--- src/rtl/winbr_pkg.sv ---
package winbr_pkg;
    typedef enum logic [1:0] {
        ST_IDLE   = 2'd0,
        ST_SELECT = 2'd1,
        ST_ACCESS = 2'd2,
        ST_REPLY  = 2'd3
    } seq_state_t;
endpackage

--- src/rtl/winbr_xlate.sv ---
module winbr_xlate #(
    parameter int AW        = 32,
    parameter int WIN_SHIFT = 19,
    parameter int WIN_W     = 5
) (
    input  logic [AW-1:0]    offset,
    input  logic             win_en,
    input  logic [WIN_W-1:0] cur_win,
    output logic             windowed,
    output logic [WIN_W-1:0] win_num,
    output logic [AW-1:0]    mapped,
    output logic             need_sel
);
    localparam logic [AW-1:0] ONE      = {{(AW-1){1'b0}}, 1'b1};
    localparam logic [AW-1:0] APERTURE = ONE << WIN_SHIFT;
    localparam logic [AW-1:0] LOW_MASK = APERTURE - ONE;

    always_comb begin
        windowed = win_en && (offset >= APERTURE);
        win_num  = offset[WIN_SHIFT +: WIN_W];
        mapped   = windowed ? (APERTURE | (offset & LOW_MASK)) : offset;
        need_sel = windowed && (win_num != cur_win);
    end
endmodule

--- src/rtl/winbr_wincache.sv ---
module winbr_wincache #(
    parameter int WIN_W = 5
) (
    input  logic             clk,
    input  logic             rst_n,
    input  logic             load,
    input  logic [WIN_W-1:0] load_win,
    output logic [WIN_W-1:0] cur_win
);
    always_ff @(posedge clk) begin
        if (!rst_n)
            cur_win <= '0;
        else if (load)
            cur_win <= load_win;
    end

    p_cache_reset_r7: assert property (@(posedge clk)
        $rose(rst_n) |-> (cur_win == '0));
endmodule

--- src/rtl/winbr_seq.sv ---
module winbr_seq
    import winbr_pkg::*;
#(
    parameter int          AW       = 32,
    parameter int          DW       = 32,
    parameter int          WIN_W    = 5,
    parameter logic [31:0] SEL_ADDR = 32'h0000_310C,
    parameter int          EN_BIT   = 31
) (
    input  logic             clk,
    input  logic             rst_n,
    input  logic             req_valid,
    output logic             req_ready,
    input  logic             req_write,
    input  logic [DW-1:0]    req_wdata,
    input  logic [AW-1:0]    map_addr,
    input  logic [WIN_W-1:0] win_num,
    input  logic             need_sel,
    output logic             bus_req,
    output logic [AW-1:0]    bus_addr,
    output logic             bus_write,
    output logic [DW-1:0]    bus_wdata,
    input  logic             bus_ack,
    input  logic [DW-1:0]    bus_rdata,
    output logic             rsp_valid,
    output logic [DW-1:0]    rsp_rdata,
    output logic             cache_load,
    output logic [WIN_W-1:0] cache_win
);
    seq_state_t        state, nxt;
    logic [AW-1:0]     acc_addr;
    logic              acc_write;
    logic [DW-1:0]     acc_wdata;
    logic [WIN_W-1:0]  acc_win;
    logic [DW-1:0]     rdata_q;
    logic [DW-1:0]     sel_data;
    logic              accept;

    assign accept = req_valid && (state == ST_IDLE);

    always_comb begin
        sel_data              = '0;
        sel_data[EN_BIT]      = 1'b1;
        sel_data[WIN_W-1:0]   = acc_win;
    end

    // next-state logic
    always_comb begin
        nxt = state;
        unique case (state)
            ST_IDLE:   if (accept) nxt = need_sel ? ST_SELECT : ST_ACCESS;
            ST_SELECT: if (bus_ack) nxt = ST_ACCESS;
            ST_ACCESS: if (bus_ack) nxt = ST_REPLY;
            ST_REPLY:  nxt = ST_IDLE;
        endcase
    end

    // state register
    always_ff @(posedge clk) begin
        if (!rst_n)
            state <= ST_IDLE;
        else
            state <= nxt;
    end

    // request capture and read data
    always_ff @(posedge clk) begin
        if (!rst_n) begin
            acc_addr  <= '0;
            acc_write <= 1'b0;
            acc_wdata <= '0;
            acc_win   <= '0;
            rdata_q   <= '0;
        end else begin
            if (accept) begin
                acc_addr  <= map_addr;
                acc_write <= req_write;
                acc_wdata <= req_wdata;
                acc_win   <= win_num;
            end
            if (state == ST_ACCESS && bus_ack)
                rdata_q <= bus_rdata;
        end
    end

    // outputs
    always_comb begin
        req_ready  = 1'b0;
        bus_req    = 1'b0;
        bus_addr   = acc_addr;
        bus_write  = acc_write;
        bus_wdata  = acc_wdata;
        rsp_valid  = 1'b0;
        cache_load = 1'b0;
        cache_win  = acc_win;
        unique case (state)
            ST_IDLE:   req_ready = 1'b1;
            ST_SELECT: begin
                bus_req    = 1'b1;
                bus_addr   = SEL_ADDR[AW-1:0];
                bus_write  = 1'b1;
                bus_wdata  = sel_data;
                cache_load = bus_ack;
            end
            ST_ACCESS: bus_req   = 1'b1;
            ST_REPLY:  rsp_valid = 1'b1;
        endcase
    end

    assign rsp_rdata = rdata_q;

    p_hold_r9: assert property (@(posedge clk) disable iff (!rst_n)
        (bus_req && !bus_ack) |=> (bus_req && $stable(bus_addr) &&
                                   $stable(bus_write) && $stable(bus_wdata)));

    p_atomic_r8: assert property (@(posedge clk) disable iff (!rst_n)
        (state == ST_SELECT && bus_ack) |=> (state == ST_ACCESS && !req_ready));

    p_busy_r8: assert property (@(posedge clk) disable iff (!rst_n)
        bus_req |-> !req_ready);

    p_pulse_r10: assert property (@(posedge clk) disable iff (!rst_n)
        rsp_valid |=> (!rsp_valid && req_ready));

    p_sel_form_r4: assert property (@(posedge clk) disable iff (!rst_n)
        (bus_req && bus_addr == SEL_ADDR[AW-1:0] && state == ST_SELECT)
            |-> (bus_write && bus_wdata[EN_BIT]));
endmodule

--- src/rtl/win_access_bridge.sv ---
module win_access_bridge #(
    parameter int          AW        = 32,
    parameter int          DW        = 32,
    parameter int          WIN_SHIFT = 19,
    parameter int          WIN_W     = 5,
    parameter logic [31:0] SEL_ADDR  = 32'h0000_310C,
    parameter int          EN_BIT    = 31
) (
    input  logic          clk,
    input  logic          rst_n,
    input  logic          win_enable,
    input  logic          req_valid,
    output logic          req_ready,
    input  logic [AW-1:0] req_addr,
    input  logic          req_write,
    input  logic [DW-1:0] req_wdata,
    output logic          rsp_valid,
    output logic [DW-1:0] rsp_rdata,
    output logic          bus_req,
    output logic [AW-1:0] bus_addr,
    output logic          bus_write,
    output logic [DW-1:0] bus_wdata,
    input  logic          bus_ack,
    input  logic [DW-1:0] bus_rdata
);
    localparam logic [AW-1:0] APERTURE = {{(AW-1){1'b0}}, 1'b1} << WIN_SHIFT;

    logic             windowed;
    logic [WIN_W-1:0] win_num;
    logic [WIN_W-1:0] cur_win;
    logic [AW-1:0]    map_addr;
    logic             need_sel;
    logic             cache_load;
    logic [WIN_W-1:0] cache_win;

    winbr_xlate #(.AW(AW), .WIN_SHIFT(WIN_SHIFT), .WIN_W(WIN_W)) u_xlate (
        .offset   (req_addr),
        .win_en   (win_enable),
        .cur_win  (cur_win),
        .windowed (windowed),
        .win_num  (win_num),
        .mapped   (map_addr),
        .need_sel (need_sel)
    );

    winbr_wincache #(.WIN_W(WIN_W)) u_cache (
        .clk      (clk),
        .rst_n    (rst_n),
        .load     (cache_load),
        .load_win (cache_win),
        .cur_win  (cur_win)
    );

    winbr_seq #(
        .AW(AW), .DW(DW), .WIN_W(WIN_W), .SEL_ADDR(SEL_ADDR), .EN_BIT(EN_BIT)
    ) u_seq (
        .clk        (clk),
        .rst_n      (rst_n),
        .req_valid  (req_valid),
        .req_ready  (req_ready),
        .req_write  (req_write),
        .req_wdata  (req_wdata),
        .map_addr   (map_addr),
        .win_num    (win_num),
        .need_sel   (need_sel),
        .bus_req    (bus_req),
        .bus_addr   (bus_addr),
        .bus_write  (bus_write),
        .bus_wdata  (bus_wdata),
        .bus_ack    (bus_ack),
        .bus_rdata  (bus_rdata),
        .rsp_valid  (rsp_valid),
        .rsp_rdata  (rsp_rdata),
        .cache_load (cache_load),
        .cache_win  (cache_win)
    );

    p_direct_r2: assert property (@(posedge clk) disable iff (!rst_n)
        (req_valid && req_ready && (!win_enable || req_addr < APERTURE))
            |=> (bus_req && bus_addr == $past(req_addr) &&
                 bus_wdata == $past(req_wdata)));

    p_cached_r6: assert property (@(posedge clk) disable iff (!rst_n)
        (req_valid && req_ready && windowed && win_num == cur_win)
            |=> (bus_req && bus_addr != SEL_ADDR[AW-1:0]));

    p_window_r4: assert property (@(posedge clk) disable iff (!rst_n)
        (req_valid && req_ready && windowed && win_num != cur_win)
            |=> (bus_req && bus_addr == SEL_ADDR[AW-1:0]));
endmodule

--- config.mk ---
export PLATFORM = sky130hd
export DESIGN_NAME = win_access_bridge
export DESIGN_NICKNAME = d
export VERILOG_FILES = /design/src/rtl/winbr_pkg.sv /design/src/rtl/winbr_xlate.sv /design/src/rtl/winbr_wincache.sv /design/src/rtl/winbr_seq.sv /design/src/rtl/win_access_bridge.sv
export SDC_FILE = /design/constraint.sdc
export NUM_CORES = 1
export LEC_CHECK = 0
export CAP_MARGIN = 25
export CORE_UTILIZATION = 46
export DETAILED_ROUTE_END_ITERATION = 8
export GPL_TIMING_DRIVEN = 0
export PLACE_DENSITY = 0.86
export SLEW_MARGIN = 0
export SYNTH_ARGS = -nofsm -noshare
export SYNTH_HDL_FRONTEND = slang
export SYNTH_SLANG_ARGS = --single-unit
export TNS_END_PERCENT = 50
--- constraint.sdc ---
create_clock -name clk -period 2.72 [get_ports clk]
set_input_delay 0.68 -clock clk [delete_from_list [all_inputs] [get_ports clk]]
set_output_delay 0.68 -clock clk [all_outputs]
set_load 0.05 [all_outputs]
# Word level (Yosys, flattened, before mapping)

Index checks and enable logic that the tools add are counted.

Logic and storage cells: 35
Output and inout bits: 100
Register bits: 109
Input bits: 102

$lt $le $gt $ge: 1
Equality and inequality tests: 7
Reductions and logical operators: 7
Muxes and demuxes: 13

Operators by type and width:

| kind                   | number |
|---|---|
| $mux W32               | 3 |
| $ge A32 B20 Y1 const B | 1 |
| $mux W2                | 4 |
| $pmux W2 S4            | 1 |
| $mux W1                | 5 |
| $ne A5 B5 Y1           | 1 |
| $eq A2 B2 Y1 const B   | 2 |
| $logic_and A1 B1 Y1    | 4 |
| $ne A2 B2 Y1 const B   | 2 |
| $reduce_and A3 Y1      | 1 |
| $eq A2 B1 Y1 const B   | 1 |
| $logic_not A2 Y1       | 1 |
| $ne A2 B1 Y1 const B   | 1 |
| $reduce_or A2 Y1       | 1 |

# Longest topological paths before layout

Gate-level depths: netlist (run 1).

Word-level depth: 6
Mapped depth: 7
Gate-level depth less buffers: 6

# Cells and area by module

Synthesis (run 1) repeated with hierarchy kept, for this count alone.

Cell total of the unflattened synthesis: 607
Area, all modules: 5228.8 um^2

By module, submodules not included:

| module         | area each (um^2) | seq. area each (um^2) | instances | cells an instance |
|---|---|---|---|---|
| winbr_seq      | 4657.0           | 2082.0                | 1         | 540 |
| winbr_xlate    | 379.1            | 0.0                   | 1         | 51 |
| winbr_wincache | 192.7            | 100.1                 | 1         | 16 |

# Worst setup path after synthesis (run 1)

OpenSTA, ideal clock, no wires.

Path kind: reg2out
Start point: register u_seq.state[1]
End point: output bus_addr[0]
Stages on the path, launching flop included: 6
Arrival: 1.647 ns
Required time: 2.040 ns
Slack: 0.393 ns
Path buffers: 2
Path through: dfxtp_1 inv_1 ha_1 buf_2 clkbuf_1 nor2b_1

Longest elaborated chain between the ends: 2

Ends and longest elaborated chain:

| what                     | RTL line                | text |
|---|---|---|
| start: declaration       | winbr_seq.sv:30         | `seq_state_t state, nxt;` |
| start signal: assignment | winbr_seq.sv:63         | `state <= nxt;` |
| $eq A2 B1 Y1             | winbr_seq.sv:96         | `unique case (state)` |
| $mux W32                 | winbr_seq.sv:96         |  |
| end: declaration         | win_access_bridge.sv:20 | `output logic [AW-1:0] bus_addr,` |

No other way between the ends.

# Worst setup path in the final report (run 1)

Start point: register u_seq.state[1]
End point: output bus_wdata[27]

Longest elaborated chain between the ends: 2

Ends and longest elaborated chain:

| what             | RTL line                | text |
|---|---|---|
| $eq A2 B1 Y1     | winbr_seq.sv:96         |  |
| $mux W32         | winbr_seq.sv:96         |  |
| end: declaration | win_access_bridge.sv:22 | `output logic [DW-1:0] bus_wdata,` |

No other way between the ends.

==> results.py, run 1 <==
metrics = {
    "drt": {
        "wl_um": 13500,
        "ant_nets": 0,
        "drc": 0,
        "initialDrtViolationCount": 106,
        "wl_per_cell_um": 14.7,
        "dr.pass1.iters": 4,
        "vias_per_cell": 4.93,
        "vias": 4532,
    },
    "final_layout": {
        "n_fill_cell": 894,
        "drive_gt1_frac": 0.152,
        "diodes": 0,
        "nets": 889,
        "finish.instance_area_um2": 6770,
        "syn2layout_area_growth_pct": 44.2,
        "multiInputGateArea_um2": 2320,
        "fin_cells": 920,
        "final_util": 0.689,
        "area.sequential_um2": 2180,
    },
    "floorplan": {
        "num_io_pins": 202,
        "die_w_um": 103,
        "initial_utilization": 0.478,
        "die_area_um2": 10600,
        "rows": 36,
        "core_area_um2": 9820,
        "die_y_um": 103,
    },
    "timing": {
        "slew_headroom": 0.632,
        "min_period_ns": 2.64,
        "skew_ns": 0.0165,
        "hold_violations": 0,
        "setup-tns-final_ns": 0,
        "finalMaxSlewViolations": 0,
        "setup_violations": 0,
        "max_freq_mhz": 379,
        "timing.hold.ws_ns": 0.458,
        "worst_pin_slew_ns": 0.550,
        "rsz0062_at_grt": "no",
        "min_period_over_period": 0.971,
    },
    "yosys": {
        "synth_nets": 679,
        "synth_compound_area_frac": 0.177,
        "synth_warnings": 0,
        "synth_simple_gate_area_frac": 0.282,
        "yosysUniqueCellTypes": 29,
        "muxShareOfSynthArea": 0.0120,
        "synth-seq-cells": 109,
        "synth_common_cells": "nand2_1, dfxtp_1, a21boi_0, nor2b_1, clkbuf_1",
        "synth-edff-count": 0,
        "synth_top_family_by_area": "simple AND/OR/NAND/NOR gates",
        "syn_avg_cell_area_um2": 8.21,
        "yosysMostFrequentCell": "nand2_1",
        "synth-seq-area-share": 0.465,
        "yosys.area.top_type": "dfxtp_1",
        "ys.flop_type": "dfxtp_1",
        "yosys-top-cells-area": "dfxtp_1, nand2_1, a21boi_0",
        "syn_area_um2": 4700,
        "synthArstFlopShare": 0,
        "yosysTopAreaCellShare": 0.465,
        "syn_inst": 572,
        "yosys.area_share.adder": 0.0133,
        "synthXorXnorAreaFrac": 0.00933,
    },
    "pwr": {
        "peakVddDrop_mv": 0.424,
        "p_per_area_nw_per_um2": 888,
        "p_leak_uw": 0.00279,
    },
    "clock_tree": {
        "clock-sinks": 109,
        "cts-buffers-inserted": 9,
        "cts_buffer_depth": 2,
        "h-tree-depth": 3,
        "post_cts_buffers": 0,
        "cts-hold-fix-buffers": 0,
        "clkTransAtPathRegs_ns": 0.10,
        "clk_latency_ns": 0.37,
        "cts_tree": "built",
        "root_buffer": "clkbuf_8",
    },
    "critical_path": {
        "arrival_ns": 1.96,
        "critPathKind": "reg2out",
        "cp-start-kind": "flop",
        "required_ns": 2.04,
        "path_max_fanout": 10,
        "cp-end-kind": "output port",
    },
    "grt": {
        "grt_overflow_total": 0,
        "grt_pass1_vias": 4455,
        "grt_max_degree": 20,
        "grt_antenna_before_repair": 0,
        "grt_usage": 0.252,
        "grt_pass1_wl_um": 20700,
    },
    "hold_path": {
        "hp-class": "reg2reg",
    },
    "placement": {
        "dp_cells": 904,
        "place_area_um2": 6850,
        "place_congestion": 0.774,
        "dpl.hpwl_um": 10600,
        "portBuffers": 199,
    },
    "run_status": {
        "outcome": "completed",
    },
    "flow_run": {
        "maxCapViolCount": 0,
    },
}
## what timing repair did
action | 4_1_cts | 5_1_grt
endpoints found under the hold margin | 0 | 0
cloned | 0 | 0
setup endpoints to repair | 65 | 64
gates resized for setup | 223 | 106
pin swaps | 0 | 0
## area by class of cell
cell class / instances / share of cell area
inverter: 6 / 0.00333
clock buffer: 9 / 0.0183
tap: 133 / 0.0246
multi-input combinational: 416 / 0.342
clock inverter: 7 / 0.0118
timing repair buffer: 199 / 0.250
sequential: 109 / 0.322
buffer: 41 / 0.0275
## per-layer routing
metal / up-vias / part of all wire / GRT usage
met5: - / 0 / 0
met4: 0 / 0.030 / 0.0986
met3: 33 / 0.070 / 0.0624
met2: 165 / 0.49 / 0.451
met1: 2074 / 0.41 / 0.287
li1: 2260 / - / -
## placed cells by master (no fill, tap or decap), types with 3 or more instances in the layout
cell             instances
nand2_1                192
clkdlybuf4s50_1        133
dfxtp_1                109
buf_2                   75
nor2b_1                 61
a21boi_0                61
a21boi_1                21
a21oi_1                 20
clkbuf_1                16
clkbuf_8                 9
or2_2                    7
and3_1                   7
inv_1                    6
clkbuf_2                 6
and2_1                   6
nand3_1                  6
mux2_2                   5
ha_1                     5
nor2_1                   4
o21ai_1                  4
xnor2_1                  3
buf_1                    3
## state kept, by name, indices dropped and copies added, names as in the netlist
signal / count
u_cache.cur_win: 5
u_seq.acc_addr: 32
u_seq.acc_wdata: 32
u_seq.acc_write: 1
u_seq.cache_win: 5
u_seq.rsp_rdata: 32
u_seq.state: 2
## power breakdown
group | internal [uW] | total, uW | switching, uW
clock | 440 | 1030 | 587
combinational | 899 | 3020 | 2120
sequential | 1840 | 1960 | 122
## critical path, cell delays in order (launching register included)
cell,delay (ns)
dfxtp_1,0.39
inv_1,0.10
ha_1,0.19
clkbuf_4,0.18
clkbuf_2,0.21
nor2b_1,0.15
clkdlybuf4s18_2,0.38
## kinds of logic (layout without fill, tap and decap cells)
logic type | count (synthesis) | count (layout)
buffers and inverters | 47 | 262
xor gates and xnor gates | 5 | 5
adders and majority gates | 5 | 5
AOI/OAI and AO/OA | 114 | 114
and+or+nand+nor | 287 | 287
DFF | 109 | 109
muxes | 5 | 5
## metrics by stage
step | worst slack (ns) | total power (uW)
after floorplan | 0.393 | 4130
after global placement | -0.109 | 5140
after detailed placement | -0.170 | 5210
after CTS | -0.112 | 6120
after global routing | 0.000999 | 6320
final | 0.0786 | 6010
## worst paths after layout
kind                                    start                          endpoint  slack [ns]  cells after the start
min          u_seq.acc_wdata[29]$_SDFFE_PN0P_  u_seq.acc_wdata[29]$_SDFFE_PN0P_        0.46                      2
max reg2reg       u_seq.state[0]$_SDFFE_PN0P_  u_seq.acc_wdata[30]$_SDFFE_PN0P_        0.94                      6
min reg2reg  u_seq.acc_wdata[29]$_SDFFE_PN0P_  u_seq.acc_wdata[29]$_SDFFE_PN0P_        0.46                      2
max               u_seq.state[1]$_SDFFE_PN0P_                     bus_wdata[27]        0.08                      6
Note: power is estimated with default switching activity, not from simulation.
==> run 2: changes to the inputs <==
--- a/config.mk
+++ b/config.mk
@@ -7,3 +7,3 @@
 export LEC_CHECK = 0
-export CAP_MARGIN = 25
+export CAP_MARGIN = 20
 export CORE_UTILIZATION = 46
==> constraint.sdc (replaced) <==
create_clock -name clk -period 2.72 [get_ports clk]
set_input_delay 0.544 -clock clk [delete_from_list [all_inputs] [get_ports clk]]
set_output_delay 0.544 -clock clk [all_outputs]
set_load 0.05 [all_outputs]
==> run 2 against run 1 <==
Compared with the run above: total power rose by 0.69%; routed wire length down 0.64%; hold slack got worse by 0.0038 ns; core utilization grew 1.1 points; critical endpoint is now bus_addr[3].
==> results.py, run 2 (synthesis gave the netlist of run 1 again) <==
metrics = {
    "timing": {
        "slew_headroom": 0.632,
        "timing.hold.ws_ns": 0.455,
        "min_period_ns": 2.71,
        "skew_ns": 0.0161,
        "hold_violations": 0,
        "setup_violations": 0,
        "max_freq_mhz": 369,
        "worst_pin_slew_ns": 0.550,
        "setup-tns-final_ns": 0,
        "rsz0062_at_grt": "yes",
        "min_period_over_period": 0.998,
        "finalMaxSlewViolations": 0,
    },
    "grt": {
        "grt_usage": 0.251,
        "grt_max_degree": 20,
        "grt_pass1_wl_um": 20700,
        "grt_overflow_total": 0,
        "grt_antenna_before_repair": 0,
        "grt_pass1_vias": 4412,
    },
    "final_layout": {
        "drive_gt1_frac": 0.150,
        "final_common_cell": "nand2_1",
        "syn2layout_area_growth_pct": 46.5,
        "final_cell_mix": "nand2_1, clkdlybuf4s50_1, dfxtp_1",
        "diodes": 0,
        "n_fill_cell": 859,
        "area.sequential_um2": 2180,
        "multiInputGateArea_um2": 2320,
        "nets": 889,
    },
    "critical_path": {
        "cp-start-kind": "flop",
        "critPathKind": "reg2out",
        "required_ns": 2.18,
        "cp-end-kind": "output port",
        "arrival_ns": 2.17,
        "reg2reg_depth": 6,
        "r2r-end": "u_seq.acc_wdata[30]$_SDFFE_PN0P_",
        "path_max_fanout": 10,
        "ff2ff_setup_slack_ns": 0.92,
        "r2r_start": "u_seq.state[0]$_SDFFE_PN0P_",
    },
    "placement": {
        "dpl.hpwl_um": 10600,
        "portBuffers": 199,
        "place_congestion": 0.774,
    },
    "drt": {
        "ant_nets": 0,
        "vias": 4543,
        "initialDrtViolationCount": 131,
        "dr.pass1.iters": 4,
        "wl_per_cell_um": 14.6,
        "vias_per_cell": 4.94,
        "wl_um": 13400,
        "drc": 0,
    },
    "floorplan": {
        "rows": 36,
        "num_io_pins": 202,
        "die_y_um": 103,
        "die_w_um": 103,
        "die_area_um2": 10600,
        "initial_utilization": 0.478,
        "core_area_um2": 9820,
    },
    "clock_tree": {
        "root_buffer": "clkbuf_8",
        "h-tree-depth": 3,
        "cts-hold-fix-buffers": 0,
        "post_cts_buffers": 0,
        "clock-sinks": 109,
        "cts_tree": "built",
        "cts_buffer_depth": 2,
        "cts-buffers-inserted": 9,
        "clk_latency_ns": 0.37,
        "clkTransAtPathRegs_ns": 0.10,
    },
    "pwr": {
        "peakVddDrop_mv": 0.423,
        "p_leak_uw": 0.00273,
        "p_per_area_nw_per_um2": 880,
    },
    "hold_path": {
        "hp-class": "reg2reg",
        "min_to": "u_seq.acc_wdata[29]$_SDFFE_PN0P_",
        "hold_start": "u_seq.acc_wdata[29]$_SDFFE_PN0P_",
        "hold-path-cell-count": 2,
    },
    "flow_run": {
        "maxCapViolCount": 0,
    },
    "run_status": {
        "outcome": "completed",
    },
}
run 2: changes by cell type in the layout (fill, tap and decap cells not counted), sizes merged, moves of 2 or more:
cell,change
buf,-57
clkbuf,+39
clkdlybuf4s15,+19
clkdlybuf4s18,-2
run 2: layer usage:
metal / routed length (um) / global-route usage / vias to the layer above
met1: 5510 / 0.288 / 2100
met2: 6730 / 0.451 / 161
met5: 0 / 0 / -
met3: 896 / 0.0631 / 24
met4: 306 / 0.0943 / 0
li1: - / - / 2258
run 2: cell type report:
type                    count  share of cell area
clock inverters             7              0.0116
plain buffers              41              0.0269
flip-flops and latches    109               0.317
clock buffers               9              0.0180
repair buffers            199               0.262
inverters                   6             0.00327
multi-input cells         416               0.337
well taps                 133              0.0242
run 2: worst max path at each step:
stage / from / to / slack, ns
detailed placement: u_seq.state[1]$_SDFFE_PN0P_ / bus_wdata[31] / -0.03
floorplan: u_seq.state[1]$_SDFFE_PN0P_ / bus_addr[0] / 0.53
finish: u_seq.state[1]$_SDFFE_PN0P_ / bus_addr[3] / 0.006
CTS: u_seq.state[1]$_SDFFE_PN0P_ / bus_wdata[31] / -0.03
global placement: u_seq.state[1]$_SDFFE_PN0P_ / bus_write / 0.03
global route: u_seq.state[1]$_SDFFE_PN0P_ / bus_addr[3] / -0.08
run 2: where the power goes:
group / leakage, uW / switching (uW) / internal (uW)
Sequential: 0.000889 / 123 / 1840
Clock: 0.000102 / 584 / 440
Combinational: 0.00174 / 2120 / 937
Total: 0.00273 / 2830 / 3220
run 2: timing repair:
item	in CTS	in global routing
endpoints found under the setup margin	65	62
gates resized for setup	140	73
cloned	0	0
run 2: critical path, cell delays in order (launching register included):
cell and delay [ns]:
dfxtp_1 0.40, inv_1 0.10, ha_1 0.19, clkbuf_4 0.18, clkbuf_2 0.22, or2_2 0.30, dlygate4sd2_1 0.42
run 2: through the flow:
stage / area (um2) / util / worst slack (ns) / instances / total power, uW
2_1_floorplan: 4700 / - / 0.529 / 572 / 4130
3_3_place_gp: 6850 / 0.698 / 0.0268 / 904 / 5140
3_5_place_dp: 6850 / 0.698 / -0.0344 / 904 / 5210
4_1_cts: 7070 / 0.720 / -0.0262 / 920 / 6120
5_1_grt: 6880 / 0.701 / -0.0752 / 920 / 6360
6_report: 6880 / 0.701 / 0.00648 / 920 / 6050
==> run 3: changes to the inputs <==
CORE_UTILIZATION = 48   (was 46)
PLACE_DENSITY = 0.87   (was 0.86)
SYNTH_HIERARCHICAL = 1   (was not set)
==> run 3 against run 2 <==
Compared with the run above: register-to-register slack better by 0.16 ns; critical path depth unchanged; die area up 6.6%; non-clock buffer count up 8; critical endpoint is now bus_wdata[11]; combinational power down 15%.
==> results.py, run 3 <==
metrics = {
    "run_status": {
        "outcome": "completed",
    },
    "timing": {
        "skew_ns": 0.0164,
        "finalMaxSlewViolations": 0,
        "slew_headroom": 0.634,
        "min_period_over_period": 0.978,
        "worst_pin_slew_ns": 0.548,
        "rsz0062_at_grt": "yes",
        "min_period_ns": 2.66,
        "setup_violations": 0,
        "max_freq_mhz": 376,
        "hold_violations": 0,
    },
    "pwr": {
        "p_comb_frac": 0.481,
        "p_per_area_nw_per_um2": 742,
        "peakVddDrop_mv": 0.456,
        "switchingPower_uw": 2340,
        "switching_share": 0.434,
        "clockPowerShare": 0.167,
        "power_uw": 5410,
        "internal_power_uw": 3060,
        "p_leak_uw": 0.00295,
        "seqPwrFrac": 0.353,
    },
    "clock_tree": {
        "root_buffer": "clkbuf_8",
        "h-tree-depth": 3,
        "clk_latency_ns": 0.36,
        "cts_resized": 133,
        "post_cts_buffers": 0,
        "clkTransAtPathRegs_ns": 0.10,
        "cts_buffer_depth": 2,
        "cts-hold-fix-buffers": 0,
        "cts-buffers-inserted": 9,
        "cts_tree": "built",
        "clock-sinks": 109,
    },
    "hold_path": {
        "hp-class": "in2reg",
    },
    "drt": {
        "initialDrtViolationCount": 157,
        "wl_per_cell_um": 13.8,
        "drc": 0,
        "ant_nets": 0,
        "vias_per_cell": 4.79,
        "vias": 4506,
        "wl_um": 13000,
        "dr.pass1.iters": 4,
    },
    "final_layout": {
        "final_common_cell": "nand2_1",
        "final_cell_mix": "nand2_1, clkdlybuf4s50_1, dfxtp_1",
        "nets": 908,
        "syn2layout_area_growth_pct": 39.4,
        "n_fill_cell": 849,
        "final_util": 0.697,
        "drive_gt1_frac": 0.227,
        "diodes": 0,
    },
    "grt": {
        "grt_pass1_vias": 4553,
        "grt_overflow_total": 0,
        "grt_pass1_wl_um": 20900,
        "grt_max_degree": 19,
        "grt_antenna_before_repair": 0,
        "grt_usage": 0.231,
    },
    "critical_path": {
        "required_ns": 2.18,
        "cp-start-kind": "flop",
        "critPathMaxStageDelay_ns": 0.35,
        "crit_family": "buffers and inverters",
        "path_max_fanout": 10,
        "critPathKind": "reg2out",
        "cp_slowest_cell": "dfxtp_1",
        "arrival_ns": 2.12,
        "cp-end-kind": "output port",
        "path_buf_inv": 4,
        "crit_path_cell_trace": "inv_1 -> ha_1 -> buf_4 -> clkbuf_1 -> and2b_1 -> clkdlybuf4s15_2",
    },
    "placement": {
        "portBuffers": 182,
        "dpl.hpwl_um": 10100,
        "place_congestion": 0.823,
    },
    "floorplan": {
        "die_y_um": 106,
        "rows": 37,
        "die_w_um": 106,
        "initial_utilization": 0.500,
        "die_area_um2": 11300,
        "core_area_um2": 10500,
        "num_io_pins": 202,
    },
    "yosys": {
        "syn_area_um2": 5230,
        "synth_warnings": 6,
        "yosysMostFrequentCell": "nand2_1",
        "yosysUniqueCellTypes": 29,
        "synth_common_cells": "nand2_1, dfxtp_1, a21boi_1, nor2b_1, a21boi_2",
        "yosysTopAreaCellShare": 0.417,
        "syn_avg_cell_area_um2": 8.61,
        "yosys-top-cells-area": "dfxtp_1, nand2_1, a21boi_1",
        "synth-seq-area-share": 0.417,
        "synth-seq-cells": 109,
        "synth_nets": 715,
        "ys.flop_type": "dfxtp_1",
        "syn_inst": 607,
        "yosys.area.top_type": "dfxtp_1",
        "synth-edff-count": 0,
        "synthArstFlopShare": 0,
    },
    "flow_run": {
        "maxCapViolCount": 0,
    },
}
## run 3: per-stage QoR
stage | hold slack, ns | setup WS, ns | instance area, um2 | TNS (ns) | cells
3_5_place_dp | 0.442 | -0.0206 | 7220 | -0.119 | 925
3_3_place_gp | 0.436 | 0.0274 | 7220 | 0 | 925
4_1_cts | 0.404 | -0.135 | 7400 | -0.478 | 941
5_1_grt | 0.414 | -0.0804 | 7290 | -0.440 | 941
2_1_floorplan | 0.430 | 0.504 | 5230 | 0 | 607
6_report | 0.420 | 0.0601 | 7290 | 0 | 941
## run 3: logic make-up after synthesis
family | Yosys count | synth area share
simple gates | 298 | 0.262
fa+ha+maj | 6 | 0.0144
compound gates | 106 | 0.182
mux | 13 | 0.0263
buf+inv | 70 | 0.0897
flops | 109 | 0.417
xor+xnor | 5 | 0.00838
## run 3: routing by layer
metal,GRT usage,share of wire,vias to the layer above,wire (um)
li1,-,-,2286,-
met1,0.263,0.41,2055,5340
met2,0.412,0.49,148,6410
met3,0.0644,0.081,17,1050
met4,0.0764,0.016,0,212
met5,0,0,-,0
## run 3: final timing paths
check | to | startpoint | slack (ns) | cells past startpoint
setup reg to reg | u_seq/acc_addr[24]$_SDFFE_PN0P_ | u_seq/state[0]$_SDFFE_PN0P_ | 1.08 | 6
hold reg to reg | u_seq/acc_addr[19]$_SDFFE_PN0P_ | u_seq/acc_addr[19]$_SDFFE_PN0P_ | 0.45 | 2
hold / removal | u_seq/acc_addr[16]$_SDFFE_PN0P_ | req_addr[16] | 0.42 | 3
setup / recovery | bus_wdata[11] | u_seq/state[1]$_SDFFE_PN0P_ | 0.06 | 6
## run 3: power groups by stage
stage,clock network [uW],logic [uW],registers (uW)
floorplan,0,1720,2070
global placement,0,2650,1930
detailed placement,0,2700,1940
CTS,930,2630,1910
global route,1000,2760,1930
finish,900,2600,1910
## run 3: final cells by class
cell class                      count  area, um2  share of cell area
Timing Repair Buffer              182       1710               0.235
Sequential cell                   109       2180               0.299
Inverter                            4       15.0             0.00206
Buffer                             66        459              0.0630
Tap cell                          136        170              0.0233
Multi-Input combinational cell    428       2580               0.354
Clock inverter                      6       45.0             0.00618
Clock buffer                       10        128              0.0175
## run 3: tightest hold or removal path: stages
cell,delay [ns]
buf_4,0.11
nand2_1,0.04
a21boi_1,0.05
